[config.mk]
export PLATFORM = sky130hd
export DESIGN_NAME = sram_ctl
export DESIGN_NICKNAME = d
export VERILOG_FILES = /design/src/rtl/sram_ctl_pkg.sv /design/src/rtl/sram_pwrup_timer.sv /design/src/rtl/sram_ctl_fsm.sv /design/src/rtl/sram_ctl_dpath.sv /design/src/rtl/sram_ctl.sv
export SDC_FILE = /design/constraint.sdc
export NUM_CORES = 1
export LEC_CHECK = 0
export ABC_AREA = 1
export CAP_MARGIN = 25
export CORE_MARGIN = 1
export CORE_UTILIZATION = 35
export DETAILED_ROUTE_END_ITERATION = 8
export DONT_BUFFER_PORTS = 1
export HOLD_SLACK_MARGIN = 0.06
export SETUP_SLACK_MARGIN = 0.2
export SYNTH_ARGS = -nofsm -noshare
export SYNTH_HDL_FRONTEND = slang
export SYNTH_SLANG_ARGS = --single-unit
[constraint.sdc]
create_clock -name clk -period 1.4 [get_ports clk]
set_input_delay 0.21 -clock clk [delete_from_list [all_inputs] [get_ports clk]]
set_output_delay 0.21 -clock clk [all_outputs]
set_load 0.02 [all_outputs]
[src/rtl/sram_ctl_pkg.sv]
// Shared types and helpers for the SRAM access controller.
// Assumes all timing minimums are given in whole nanoseconds.
package sram_ctl_pkg;

    // Sequencer phases; IDLE keeps the memory in standby.
    typedef enum logic [1:0] {
        PH_IDLE = 2'd0,
        PH_WPRE = 2'd1,
        PH_WDRV = 2'd2,
        PH_READ = 2'd3
    } phase_e;

    // Round a nanosecond minimum up to whole clock ticks, at least one.
    function automatic int ns_to_ticks(input int ns, input int mhz);
        int t;
        t = (ns * mhz + 999) / 1000;
        return (t < 1) ? 1 : t;
    endfunction

    function automatic int max2(input int a, input int b);
        return (a > b) ? a : b;
    endfunction

endpackage

[src/rtl/sram_pwrup_timer.sv]
// Power-up hold-off timer: counts clock edges from reset release and
// raises done after TICKS edges. Assumes TICKS >= 1.
module sram_pwrup_timer #(
    parameter int TICKS = 5000
) (
    input  logic clk,
    input  logic rst_n,
    output logic done
);
    localparam int CW = $clog2(TICKS + 1);
    localparam logic [CW-1:0] LAST = CW'(TICKS - 1);

    logic [CW-1:0] cnt;

    // Count until the last tick, then latch done.
    always_ff @(posedge clk) begin
        if (!rst_n) begin
            cnt  <= '0;
            done <= 1'b0;
        end else if (!done) begin
            cnt  <= cnt + 1'b1;
            done <= (cnt == LAST);
        end
    end
endmodule

[src/rtl/sram_ctl_fsm.sv]
// Phase sequencer: steps through the write (float wait, then driven
// data) or read phases, each held for a fixed tick count.
// Assumes start is asserted only in PH_IDLE.
module sram_ctl_fsm
    import sram_ctl_pkg::*;
#(
    parameter int N_WPRE = 1,
    parameter int N_WDRV = 1,
    parameter int N_RD   = 1
) (
    input  logic   clk,
    input  logic   rst_n,
    input  logic   start,
    input  logic   start_wr,
    output phase_e phase,
    output logic   rd_last,
    output logic   wr_last
);
    localparam int MAXN = max2(max2(N_WPRE, N_WDRV), N_RD);
    localparam int CW   = $clog2(MAXN + 1);

    logic [CW-1:0] cnt;
    logic          phase_end;

    // Decode whether the current phase is in its final tick.
    always_comb begin
        unique case (phase)
            PH_WPRE: phase_end = (cnt == CW'(N_WPRE - 1));
            PH_WDRV: phase_end = (cnt == CW'(N_WDRV - 1));
            PH_READ: phase_end = (cnt == CW'(N_RD - 1));
            default: phase_end = 1'b0;
        endcase
    end

    assign rd_last = (phase == PH_READ) && phase_end;
    assign wr_last = (phase == PH_WDRV) && phase_end;

    // Advance phase and phase tick counter.
    always_ff @(posedge clk) begin
        if (!rst_n) begin
            phase <= PH_IDLE;
            cnt   <= '0;
        end else begin
            unique case (phase)
                PH_IDLE: begin
                    cnt <= '0;
                    if (start) phase <= start_wr ? PH_WPRE : PH_READ;
                end
                PH_WPRE: begin
                    cnt <= phase_end ? '0 : cnt + 1'b1;
                    if (phase_end) phase <= PH_WDRV;
                end
                default: begin
                    cnt <= phase_end ? '0 : cnt + 1'b1;
                    if (phase_end) phase <= PH_IDLE;
                end
            endcase
        end
    end
endmodule

[src/rtl/sram_ctl_dpath.sv]
// Datapath: holds the accepted address and write byte, captures read
// data on the final read tick and produces the completion pulse.
module sram_ctl_dpath #(
    parameter int AW = 17,
    parameter int DW = 8
) (
    input  logic          clk,
    input  logic          rst_n,
    input  logic          start,
    input  logic [AW-1:0] addr_in,
    input  logic [DW-1:0] wdata_in,
    input  logic          rd_last,
    input  logic          wr_last,
    input  logic [DW-1:0] bus_in,
    output logic [AW-1:0] addr_q,
    output logic [DW-1:0] wdata_q,
    output logic [DW-1:0] rdata_q,
    output logic          ack_q
);
    // Latch request fields when an access is accepted.
    always_ff @(posedge clk) begin
        if (!rst_n) begin
            addr_q  <= '0;
            wdata_q <= '0;
        end else if (start) begin
            addr_q  <= addr_in;
            wdata_q <= wdata_in;
        end
    end

    // Capture the read byte and pulse completion.
    always_ff @(posedge clk) begin
        if (!rst_n) begin
            rdata_q <= '0;
            ack_q   <= 1'b0;
        end else begin
            ack_q <= rd_last || wr_last;
            if (rd_last) rdata_q <= bus_in;
        end
    end
endmodule

[src/rtl/sram_ctl.sv]
// Top of the asynchronous SRAM access controller. Converts nanosecond
// minimums into tick counts for CLK_MHZ, gates requests behind the
// power-up timer and decodes the active-low memory strobes from the phase.
// Assumes req and its fields are held stable until accepted.
module sram_ctl
    import sram_ctl_pkg::*;
#(
    parameter int CLK_MHZ  = 50,
    parameter int PWRUP_US = 100,
    parameter int AW       = 17,
    parameter int DW       = 8,
    parameter int TAA_NS   = 10,
    parameter int TRC_NS   = 10,
    parameter int TWC_NS   = 10,
    parameter int TPWE_NS  = 7,
    parameter int TSD_NS   = 5,
    parameter int TAW_NS   = 8,
    parameter int THZ_NS   = 5
) (
    input  logic          clk,
    input  logic          rst_n,
    input  logic          req,
    input  logic          wr,
    input  logic [AW-1:0] addr,
    input  logic [DW-1:0] wdata,
    output logic          ready,
    output logic          ack,
    output logic [DW-1:0] rdata,
    output logic          mem_ce_n,
    output logic          mem_oe_n,
    output logic          mem_we_n,
    output logic [AW-1:0] mem_addr,
    output logic [DW-1:0] mem_dout,
    input  logic [DW-1:0] mem_din,
    output logic          mem_drive
);
    localparam int PWR_TICKS = PWRUP_US * CLK_MHZ;
    localparam int N_HZ      = ns_to_ticks(THZ_NS, CLK_MHZ);
    localparam int N_SD      = ns_to_ticks(TSD_NS, CLK_MHZ);
    localparam int N_WLOW    = max2(max2(ns_to_ticks(TPWE_NS, CLK_MHZ),
                                         ns_to_ticks(TAW_NS, CLK_MHZ)),
                                    max2(ns_to_ticks(TWC_NS, CLK_MHZ),
                                         N_HZ + N_SD));
    localparam int N_RD      = max2(ns_to_ticks(TAA_NS, CLK_MHZ),
                                    ns_to_ticks(TRC_NS, CLK_MHZ));

    logic   pwr_ok;
    logic   start;
    logic   rd_last;
    logic   wr_last;
    phase_e phase;

    sram_pwrup_timer #(.TICKS(PWR_TICKS)) u_pwr (
        .clk   (clk),
        .rst_n (rst_n),
        .done  (pwr_ok)
    );

    assign ready = pwr_ok && (phase == PH_IDLE);
    assign start = ready && req;

    sram_ctl_fsm #(
        .N_WPRE (N_HZ),
        .N_WDRV (N_WLOW - N_HZ),
        .N_RD   (N_RD)
    ) u_fsm (
        .clk      (clk),
        .rst_n    (rst_n),
        .start    (start),
        .start_wr (wr),
        .phase    (phase),
        .rd_last  (rd_last),
        .wr_last  (wr_last)
    );

    sram_ctl_dpath #(.AW(AW), .DW(DW)) u_dp (
        .clk      (clk),
        .rst_n    (rst_n),
        .start    (start),
        .addr_in  (addr),
        .wdata_in (wdata),
        .rd_last  (rd_last),
        .wr_last  (wr_last),
        .bus_in   (mem_din),
        .addr_q   (mem_addr),
        .wdata_q  (mem_dout),
        .rdata_q  (rdata),
        .ack_q    (ack)
    );

    // Decode memory strobes and driver enable from the phase.
    always_comb begin
        mem_ce_n  = (phase == PH_IDLE);
        mem_oe_n  = (phase != PH_READ);
        mem_we_n  = !((phase == PH_WPRE) || (phase == PH_WDRV));
        mem_drive = (phase == PH_WDRV);
    end
endmodule

==> results of run 1 <==
==> final cells by class <==
| type | count | area (µm²) | area share, % |
|---|---|---|---|
| clock buffers | 6 | 72.6 | 2.32 |
| clock inverters | 2 | 12.5 | 0.400 |
| inverters | 23 | 101 | 3.24 |
| multi-input cells | 195 | 1170 | 37.6 |
| flip-flops and latches | 51 | 1030 | 33.1 |
| well taps | 75 | 93.8 | 3.00 |
| repair buffers | 55 | 636 | 20.3 |
==> power groups by stage <==
stage	logic, mW	registers (mW)	clock network [mW]
4_1_cts	1.01	1.60	0.881
3_3_place_gp	0.643	1.65	0
5_1_grt	1.24	1.63	0.933
2_1_floorplan	0.536	1.64	0
6_report	1.15	1.62	0.853
3_5_place_dp	0.643	1.65	0
==> worst paths after layout <==
path / startpoint / end / slack, ns / depth (start not counted)
worst min register to register: u_fsm.cnt$_SDFF_PP0_ / u_fsm.cnt$_SDFF_PP0_ / 0.44 / 1
worst max register to register: u_fsm.phase[1]$_SDFFE_PN0P_ / u_dp.addr_q[9]$_SDFFE_PN0P_ / 0.04 / 9
worst min-delay path: mem_din[5] / u_dp.rdata_q[5]$_SDFFE_PN0P_ / 0.05 / 2
worst max-delay path: u_fsm.phase[1]$_SDFFE_PN0P_ / u_dp.addr_q[9]$_SDFFE_PN0P_ / 0.04 / 9
==> what timing repair did <==
item	in CTS	in global routing
resized for setup	19	63
endpoints found under the hold margin	42	4
pin swaps	2	17
setup endpoints to repair	31	53
hold buffers	27	5
setup buffers	10	3
cloned	2	1
==> logic make-up after synthesis <==
kind of cell               count (synthesis)  share of synthesized area [%]
DFF                                       51                           47.4
buffers and inverters                     35                           7.20
adders and majority gates                  6                           3.48
AOI/OAI and AO/OA                         50                           11.6
and+or+nand+nor                          139                           30.4
==> Yosys cell counts, types with 4 or more instances <==
cell,number,area share [%]
clkbuf_1,4,0.70
o21ai_0,12,2.8
dfxtp_1,51,47
nand3_2,9,4.2
nor2_1,36,6.3
nand2_1,51,8.9
buf_2,5,1.2
ha_1,6,3.5
a21oi_1,37,8.6
nand3_1,30,7.0
nor3_1,4,0.93
inv_1,21,3.7
==> worst reg2reg max path, delay by kind of cell (launching register included) <==
family	cells	cell delay (ns)
flip-flops	1	0.37
AND/OR/NAND/NOR	3	0.25
AO/OA/AOI/OAI	1	0.14
adder cells (fa/ha/maj)	1	0.17
buffers and inverters	4	0.38
==> metal layers <==
layer | share of wire, % | vias up
li1 | - | 1023
met2 | 50 | 72
met3 | 7.2 | 11
met5 | 0 | -
met4 | 1.9 | 0
met1 | 41 | 921
==> placed cells by master, fill, tap and decap left out, types with 2 or more instances in the layout <==
cell type / count
nand3_2: 13
ha_1: 2
inv_1: 16
a21oi_2: 12
o21ai_0: 3
inv_4: 4
dfxtp_2: 7
nand2_4: 5
dlygate4sd3_1: 30
dfxtp_1: 43
buf_4: 8
buf_12: 3
buf_6: 8
nand2_2: 4
nand2_1: 44
nor2_2: 3
nor2_1: 34
o21ai_2: 9
inv_2: 2
nand3_1: 26
ha_4: 3
nand4_1: 2
dlymetal6s4s_1: 2
a21oi_1: 25
nor3_1: 4
clkbuf_8: 5
==> through the flow <==
step	utilization (%)	setup slack, ns	TNS (ns)	area (µm²)
finish	52.8	0.0381	0	3120
global route	52.8	-0.0467	-0.0812	3120
CTS	48.0	0.0173	0	2840
detailed placement	38.4	0.0848	0	2280
global placement	38.4	0.101	0	2280
floorplan	-	0.178	0	2180
==> sequential cells by signal (all words and copies together) (netlist names) <==
name and count:
u_dp.rdata_q 8, u_dp.wdata_q 8, u_pwr.done 1, u_fsm.phase 2
u_fsm.cnt 1, u_dp.addr_q 17, u_dp.ack_q 1, u_pwr.cnt 13
==> results.toml, run 1 <==
[setup_path]
cp.required_ns = 1.64
crit_path_max_fanout = 10
cp-end-kind = "register"
crit_buf_inv = 4
crit_family = "buffers and inverters"
arrival_ns = 1.60
critPathMaxStageDelay_ns = 0.37
cp_slowest_cell = "dfxtp_2"
start_kind = "register"
criticalPathCategory = "reg -> reg"
crit_path_cell_trace = "inv_4 -> ha_4 -> nand2_4 -> inv_6 -> buf_6 -> nand2_8 -> clkbuf_16 -> nand2_1 -> a21oi_1"

[pwr]
p_sw_mw = 1.20
seqPwrFrac_pct = 44.7
combPwrFrac_pct = 31.7
p_clk_share_pct = 23.6
irDropWorstVdd_v = 0.000763
p_sw_share_pct = 33.3
p_leak_nw = 1.14
p_per_area_nw_per_um2 = 1160
power.total_mw = 3.62
p_int_mw = 2.41

[clocking]
cts_tree = "done"
clk_pin_slew_worst_paths_ns = 0.10
cts_root_buf = "clkbuf_8"
h-tree-depth = 2
cts.sinks = 51
cts_buffers = 5
clock_latency_ns = 0.31
clk_path_buf_depth = 2

[drt]
routed_wl_um = 5810
first_pass_iters = 4
wl_per_cell_um = 14.3
postRouteAntennaNets = 0
drt-initial-drc-count = 67
drc = 0
vias = 2027
via_per_inst = 4.98

[final_layout]
final_layout_size_suffix_gt1_share_pct = 29.2
fillerInstances = 515
final_cell_count_no_fill = 407
areaGrowthSynthToFinish_pct = 44.9
diodes = 0
final_nets = 374

[global_routing]
grt_max_degree = 22
grt_usage_pct = 17.1
antenna_found_initial = 0
grt-busiest-layer = "met2"
use_met3_pct = 5.23
grt_pass1_vias = 1906
use_met2_pct = 31.1
grt_pass1_wl_um = 8470
grtUsageMet1_pct = 18.8
grt-ovfl-total = 0

[floorplanning]
rows = 28
die_w_um = 80.5
io_pins = 76
core_area_um2 = 5920
chipHeight_um = 80.5
dieArea_um2 = 6480
start_util_pct = 36.4

[outcome]
outcome = "finished clean"

[synthesis]
synthFlopType = "dfxtp_1"
synth.distinct_cells = 24
synth_area_um2 = 2160
synth_edf_count = 0
synthArstFlopShare_pct = 0
syn_inst = 281
syn_avg_cell_area_um2 = 7.67
syn-num-nets = 324
yosysWarnings = 0
ys_ff_latch = 51
ys_seq_area_share_pct = 47.4

[sta]
min_period_ns = 1.36
min_period_over_period_pct = 97.3
hold_violations = 0
rsz0062_at_grt = "yes"
setup_viol = 0
slew_violations = 0
clock-skew-final_ns = 0.00686
fmax_mhz = 734
worst_slew_pin_slew_ns = 0.917
fin_hold_ws_ns = 0.0471
slew_headroom_pct = 38.9

[flow_run]
maxCapViolCount = 0

[placement]
dp_hpwl_um = 3040
gp_congestion = 0.810
port_buffers = 0
dp.cells = 351

[worst_hold_path]
hold_class = "in -> reg"
Power figures use the tool's default switching activity.
==> run 2, diff against run 1 <==
--- a/config.mk
+++ b/config.mk
@@ -15,4 +15,5 @@
 export SETUP_SLACK_MARGIN = 0.2
 export SYNTH_ARGS = -nofsm -noshare
 export SYNTH_HDL_FRONTEND = slang
+export SYNTH_HIERARCHICAL = 1
 export SYNTH_SLANG_ARGS = --single-unit
==> run 2 against run 1 <==
  * Final area decreased by 8.9%
  * Routed wire length fell by 12%
  * Critical endpoint is now u_fsm/phase[1]$_SDFFE_PN0P_
  * Die area up 7.2%
  * Clock-buffer cell count stayed put
  * Highest routed layer unchanged
==> results.toml, run 2 <==
[outcome]
outcome = "finished clean"

[global_routing]
grt-ovfl-total = 0
grt_pass1_vias = 1821
grt_usage_pct = 14.6
antenna_found_initial = 0
grt_max_degree = 47
grt_pass1_wl_um = 8200

[sta]
min_period_over_period_pct = 94.4
clock-skew-final_ns = 0.00413
hold_violations = 0
fmax_mhz = 757
setup_viol = 0
slew_violations = 0
min_period_ns = 1.32
fin_tns_setup_ns = 0
fin_hold_ws_ns = 0.0252
rsz0062_at_grt = "yes"

[setup_path]
start_kind = "register"
arrival_ns = 1.56
path_common_cell = "nand2_1"
crit_family = "simple AND/OR/NAND/NOR gates"
cp_slowest_cell = "dfxtp_4"
cp-end-kind = "register"
criticalPathCategory = "reg -> reg"
critPathMaxStageDelay_ns = 0.37
crit_path_cell_trace = "inv_4 -> ha_4 -> nand2_4 -> nor2_4 -> buf_4 -> nand3_4 -> nand2_1 -> nand2_1 -> a21oi_2"
crit_buf_inv = 2
crit_path_max_fanout = 3
cp.required_ns = 1.64

[drt]
drt-initial-drc-count = 127
routed_wl_um = 5140
postRouteAntennaNets = 0
vias = 1972
wl_per_cell_um = 11.7
drc = 0
first_pass_iters = 4
via_per_inst = 4.50

[synthesis]
synth.distinct_cells = 23
yosysWarnings = 6
yosysMostFrequentCell = "nand2_1"
syn-num-nets = 382
synthFlopType = "dfxtp_1"
yosys-top-cells-area = "dfxtp_1, nand2_1, nor2_1, inv_1, buf_6"
syn_avg_cell_area_um2 = 6.79
ys_ff_latch = 51
synth.largest_area_cell = "dfxtp_1"
synth.top_cell.area_share_pct = 44.1
syn_inst = 341
synth_area_um2 = 2310
synthArstFlopShare_pct = 0
synth_edf_count = 0
synth_common_cells = "nand2_1, nor2_1, inv_1, dfxtp_1, a21oi_1"
ys_seq_area_share_pct = 44.1

[final_layout]
regMostFlops = "u_dp/addr_q"
mostFrequentLayoutCells = "nor2_1, nand2_1, inv_1, dfxtp_1"
largest_reg_flops = 17
final_core_util_pct = 44.8
final_cell_count_no_fill = 438
areaGrowthSynthToFinish_pct = 23.0
final_nets = 401
fillerInstances = 612
largestRegisters = "u_dp/addr_q (17), u_pwr/cnt (13)"
diodes = 0
final_layout_size_suffix_gt1_share_pct = 18.8

[pwr]
p_per_area_nw_per_um2 = 918
p_sw_share_pct = 20.7
p_clk_share_pct = 40.8
combPwrFrac_pct = 3.0
p_int_mw = 2.07
p_sw_mw = 0.541
p_leak_nw = 1.27
seqPwrFrac_pct = 56.2
irDropWorstVdd_v = 0.000456

[placement]
dp_hpwl_um = 2970
gp_congestion = 0.805
port_buffers = 0
dp.cells = 411

[flow_run]
maxCapViolCount = 0

[floorplanning]
core_area_um2 = 6350
dieArea_um2 = 6940
die_w_um = 83.3
chipHeight_um = 83.3
start_util_pct = 36.5
rows = 29
io_pins = 76

[clocking]
clock_latency_ns = 0.30
clk_pin_slew_worst_paths_ns = 0.09
cts_root_buf = "clkbuf_8"
h-tree-depth = 2
clk_path_buf_depth = 2
holdBufCountCts = 1
cts.sinks = 51
cts_tree = "done"
cts_buffers = 5

[worst_hold_path]
hold_class = "in -> reg"
## run 2: cell count changes after synthesis, moves of 7 or more
cell	before	now
nand2_1	51	90
nor2_1	36	88
a21oi_1	37	10
o21ai_0	12	4
inv_1	21	52
nand3_1	30	3
buf_4	0	7
## run 2: path summary, 6_finish.rpt
| path | start | to | slack, ns | cells past startpoint |
|---|---|---|---|---|
| setup / recovery | u_fsm/phase[0]$_SDFFE_PN0P_ | u_fsm/phase[1]$_SDFFE_PN0P_ | 0.08 | 9 |
| hold / removal | rst_n | u_dp/rdata_q[0]$_SDFFE_PN0P_ | 0.03 | 2 |
| setup reg to reg | u_fsm/phase[0]$_SDFFE_PN0P_ | u_fsm/phase[1]$_SDFFE_PN0P_ | 0.08 | 9 |
| hold reg to reg | u_pwr/cnt[5]$_SDFFE_PN0N_ | u_pwr/cnt[5]$_SDFFE_PN0N_ | 0.52 | 1 |
## run 2: area by class of cell
class                      instances  area (µm²)  area share, %
clock buffer                       6        82.6           2.90
multi-input combinational        222        1080           37.8
timing repair buffer              25         298           10.5
clock inverter                     2        35.0           1.23
inverter                          55         221           7.78
sequential                        51        1040           36.4
tap                               77        96.3           3.38
## run 2: timing repair
| action | CTS | global route |
|---|---|---|
| hold endpoints to repair | 46 | 43 |
| setup endpoints to repair | 34 | 49 |
| cloned | 2 | 4 |
| pin swaps | 3 | 5 |
| gates resized for setup | 26 | 23 |
| buffers inserted | 9 | 3 |
## run 2: power groups by stage
stage               logic, mW  clock network (mW)  registers (mW)
floorplan              0.0808                   0            1.50
global placement       0.0653                   0            1.50
detailed placement     0.0672                   0            1.50
CTS                    0.0774                1.11            1.47
global route           0.0947                1.17            1.47
finish                 0.0785                1.07            1.47
## run 2: cells by family (layout without fill, tap and decap cells)
| logic type | after synthesis | in the layout | synth area share [%] |
|---|---|---|---|
| simple gates | 197 | 197 | 34.5 |
| buf+inv | 68 | 88 | 14.1 |
| flops | 51 | 51 | 44.1 |
| compound gates | 19 | 19 | 4.54 |
| fa+ha+maj | 4 | 4 | 2.16 |
| other cells | 1 | 1 | 0.162 |
| xor+xnor | 1 | 1 | 0.378 |
## run 2: per-layer routing
metal / routed length [µm] / track usage (%) / part of all wire, % / vias to the layer above
met5: 0 / 0 / 0 / -
met4: 96 / 5.96 / 1.9 / 0
met3: 332 / 5.86 / 6.5 / 10
met2: 2400 / 23.6 / 47 / 58
met1: 2310 / 17.1 / 45 / 868
li1: - / - / - / 1036
## run 2: worst reg2reg max path, stage by stage, from the launching register on
cell,delay [ns]
dfxtp_4,0.37
inv_4,0.07
ha_4,0.14
nand2_4,0.07
nor2_4,0.12
buf_4,0.14
nand3_4,0.08
nand2_1,0.09
nand2_1,0.06
a21oi_2,0.12
## run 2: metrics by stage
stage               total power [mW]  setup WS (ns)  area [µm²]
detailed placement              1.57          0.117        2380
floorplan                       1.58          0.164        2340
CTS                             2.65          0.131        2710
global route                    2.73        0.00840        2850
finish                          2.61         0.0785        2850
global placement                1.56          0.151        2380
==> run 3, diff against run 2 <==
--- a/config.mk
+++ b/config.mk
@@ -8,7 +8,7 @@
 export ABC_AREA = 1
 export CAP_MARGIN = 25
 export CORE_MARGIN = 1
-export CORE_UTILIZATION = 35
+export CORE_UTILIZATION = 45
 export DETAILED_ROUTE_END_ITERATION = 8
 export DONT_BUFFER_PORTS = 1
 export HOLD_SLACK_MARGIN = 0.06
==> constraint.sdc (replaced) <==
create_clock -name clk -period 1.2 [get_ports clk]
set_input_delay 0.18 -clock clk [delete_from_list [all_inputs] [get_ports clk]]
set_output_delay 0.18 -clock clk [all_outputs]
set_load 0.02 [all_outputs]
==> run 3 against run 2 <==
  * The run now ends with negative hold slack, negative setup slack left
  * Sequential cell count unchanged
  * First-iteration DRC count decreased by 39%
  * Setup slack got worse by 0.15 ns
  * Largest cell class unchanged
  * Clock power increased by 5%
  * Critical path type unchanged
  * Sequential share of layout area decreased by 2.7 points
  * Core utilization increased by 19 points
  * Clock-buffer cell count unchanged
  * Via count increased by 4.2%
  * Final area increased by 9.1%
  * Maximum frequency increased by 4.0%
  * Combinational power increased by 81%
  * Largest power group unchanged
==> results.toml, run 3 (same netlist as run 2, synthesis figures left out) <==
[sta]
fin_tns_setup_ns = -1.26
hold_violations = 21
min_period_ns = 1.27
setup_viol = 34
setup_ws_ns = -0.0702
slew_violations = 0
clock-skew-final_ns = 0.00481
fmax_mhz = 787
fin_hold_ws_ns = -0.0186
min_period_over_period_pct = 106
rsz0062_at_grt = "yes"

[floorplanning]
rows = 25
dieArea_um2 = 5430
core_area_um2 = 4850
io_pins = 76
die_w_um = 73.7
chipHeight_um = 73.7
start_util_pct = 47.7

[drt]
routed_wl_um = 5510
postRouteAntennaNets = 0
via_per_inst = 4.69
vias = 2054
wl_per_cell_um = 12.6
drc = 0
drt-initial-drc-count = 77
first_pass_iters = 4

[pwr]
p_leak_nw = 1.40
irDropWorstVdd_v = 0.000571
p_per_area_nw_per_um2 = 955
power.total_mw = 2.97

[worst_hold_path]
min_from = "rst_n"
hold_class = "in -> reg"

[placement]
dp_slack_ns = -0.0606
gp_congestion = 0.774
port_buffers = 0
dp_hpwl_um = 2900

[clocking]
cts.sinks = 51
clk_pin_slew_worst_paths_ns = 0.09
clk_path_buf_depth = 2
clock_latency_ns = 0.30
holdBufCountCts = 4
cts_buffers = 5
h-tree-depth = 2
cts_root_buf = "clkbuf_8"
cts_tree = "done"

[final_layout]
regMostFlops = "u_dp/addr_q"
final_nets = 411
final_layout_size_suffix_gt1_share_pct = 31.0
fillerInstances = 440
final_core_util_pct = 64.1
mostFrequentLayoutCells = "nor2_1, nand2_1, inv_1, dfxtp_1, nand2_2"
largestRegisters = "u_dp/addr_q (17), u_pwr/cnt (13)"
areaGrowthSynthToFinish_pct = 34.3
diodes = 0
final_common_cell = "nor2_1"
largest_reg_flops = 17

[global_routing]
grt-busiest-layer = "met2"
grt_pass1_wl_um = 7720
grt_usage_pct = 18.4
antenna_found_initial = 0
grt_pass1_vias = 1773
use_met3_pct = 5.49
grt-ovfl-total = 0
use_met2_pct = 32.0
grt_max_degree = 51
grtUsageMet1_pct = 21.0

[setup_path]
cp-end-kind = "register"
worstReg2RegStart = "u_fsm/phase[1]$_SDFFE_PN0P_"
criticalPathCategory = "reg -> reg"
cp.required_ns = 1.41
arrival_ns = 1.48
crit_path_max_fanout = 7
critPathLaunch = "u_fsm/phase[1]$_SDFFE_PN0P_"
start_kind = "register"

[outcome]
outcome = "finished, violations left"
violations = "negative hold slack, negative setup slack"

[flow_run]
maxCapViolCount = 0
[run 3: worst max-delay path, cell delays in order, from the launching register on]
cell and delay [ns]:
dfxtp_4 0.36, inv_2 0.06, ha_4 0.14, nand2_4 0.06, nor2_4 0.11, buf_12 0.15, clkbuf_16 0.15, nand2_1 0.05
nand2_1 0.05, nor2_1 0.03
[run 3: repair_timing]
item,4_1_cts,5_1_grt
pin swaps,21,36
buffers inserted,7,9
gates cloned,2,6
endpoints found under the setup margin,50,54
hold endpoints to repair,49,44
gates resized for setup,35,53
[run 3: through the flow]
stage / area, µm² / cells
CTS: 2750 / 423
detailed placement: 2420 / 402
floorplan: 2390 / 341
global placement: 2420 / 402
global route: 3110 / 438
finish: 3110 / 438
[run 3: final timing paths]
path	to	slack, ns	cells after the start
worst max-delay path	u_dp/addr_q[2]$_SDFFE_PN0P_	-0.07	9
worst max register to register	u_dp/addr_q[2]$_SDFFE_PN0P_	-0.07	9
worst min-delay path	u_dp/addr_q[3]$_SDFFE_PN0P_	-0.02	2
worst min register to register	u_pwr/cnt[5]$_SDFFE_PN0N_	0.52	1
[run 3: report_power, final]
group	internal, mW	switching (mW)	leakage, nW
Sequential	1.69	0.0160	0.418
Clock	0.538	0.578	0.0563
Combinational	0.0729	0.0694	0.922
Total	2.31	0.663	1.40
[run 3: layout make-up]
class,instances,area [µm²],area share (%)
Tap cell,67,83.8,2.70
Timing Repair Buffer,35,418,13.4
Inverter,55,224,7.21
Clock buffer,6,93.8,3.02
Sequential cell,51,1050,33.7
Clock inverter,2,13.8,0.443
Multi-Input combinational cell,222,1230,39.5
[run 3: routing by layer]
| layer | share of wire, % | routed length (µm) |
|---|---|---|
| met1 | 43 | 2380 |
| met2 | 49 | 2730 |
| met3 | 6.5 | 356 |
| met4 | 0.87 | 48 |
| met5 | 0 | 0 |
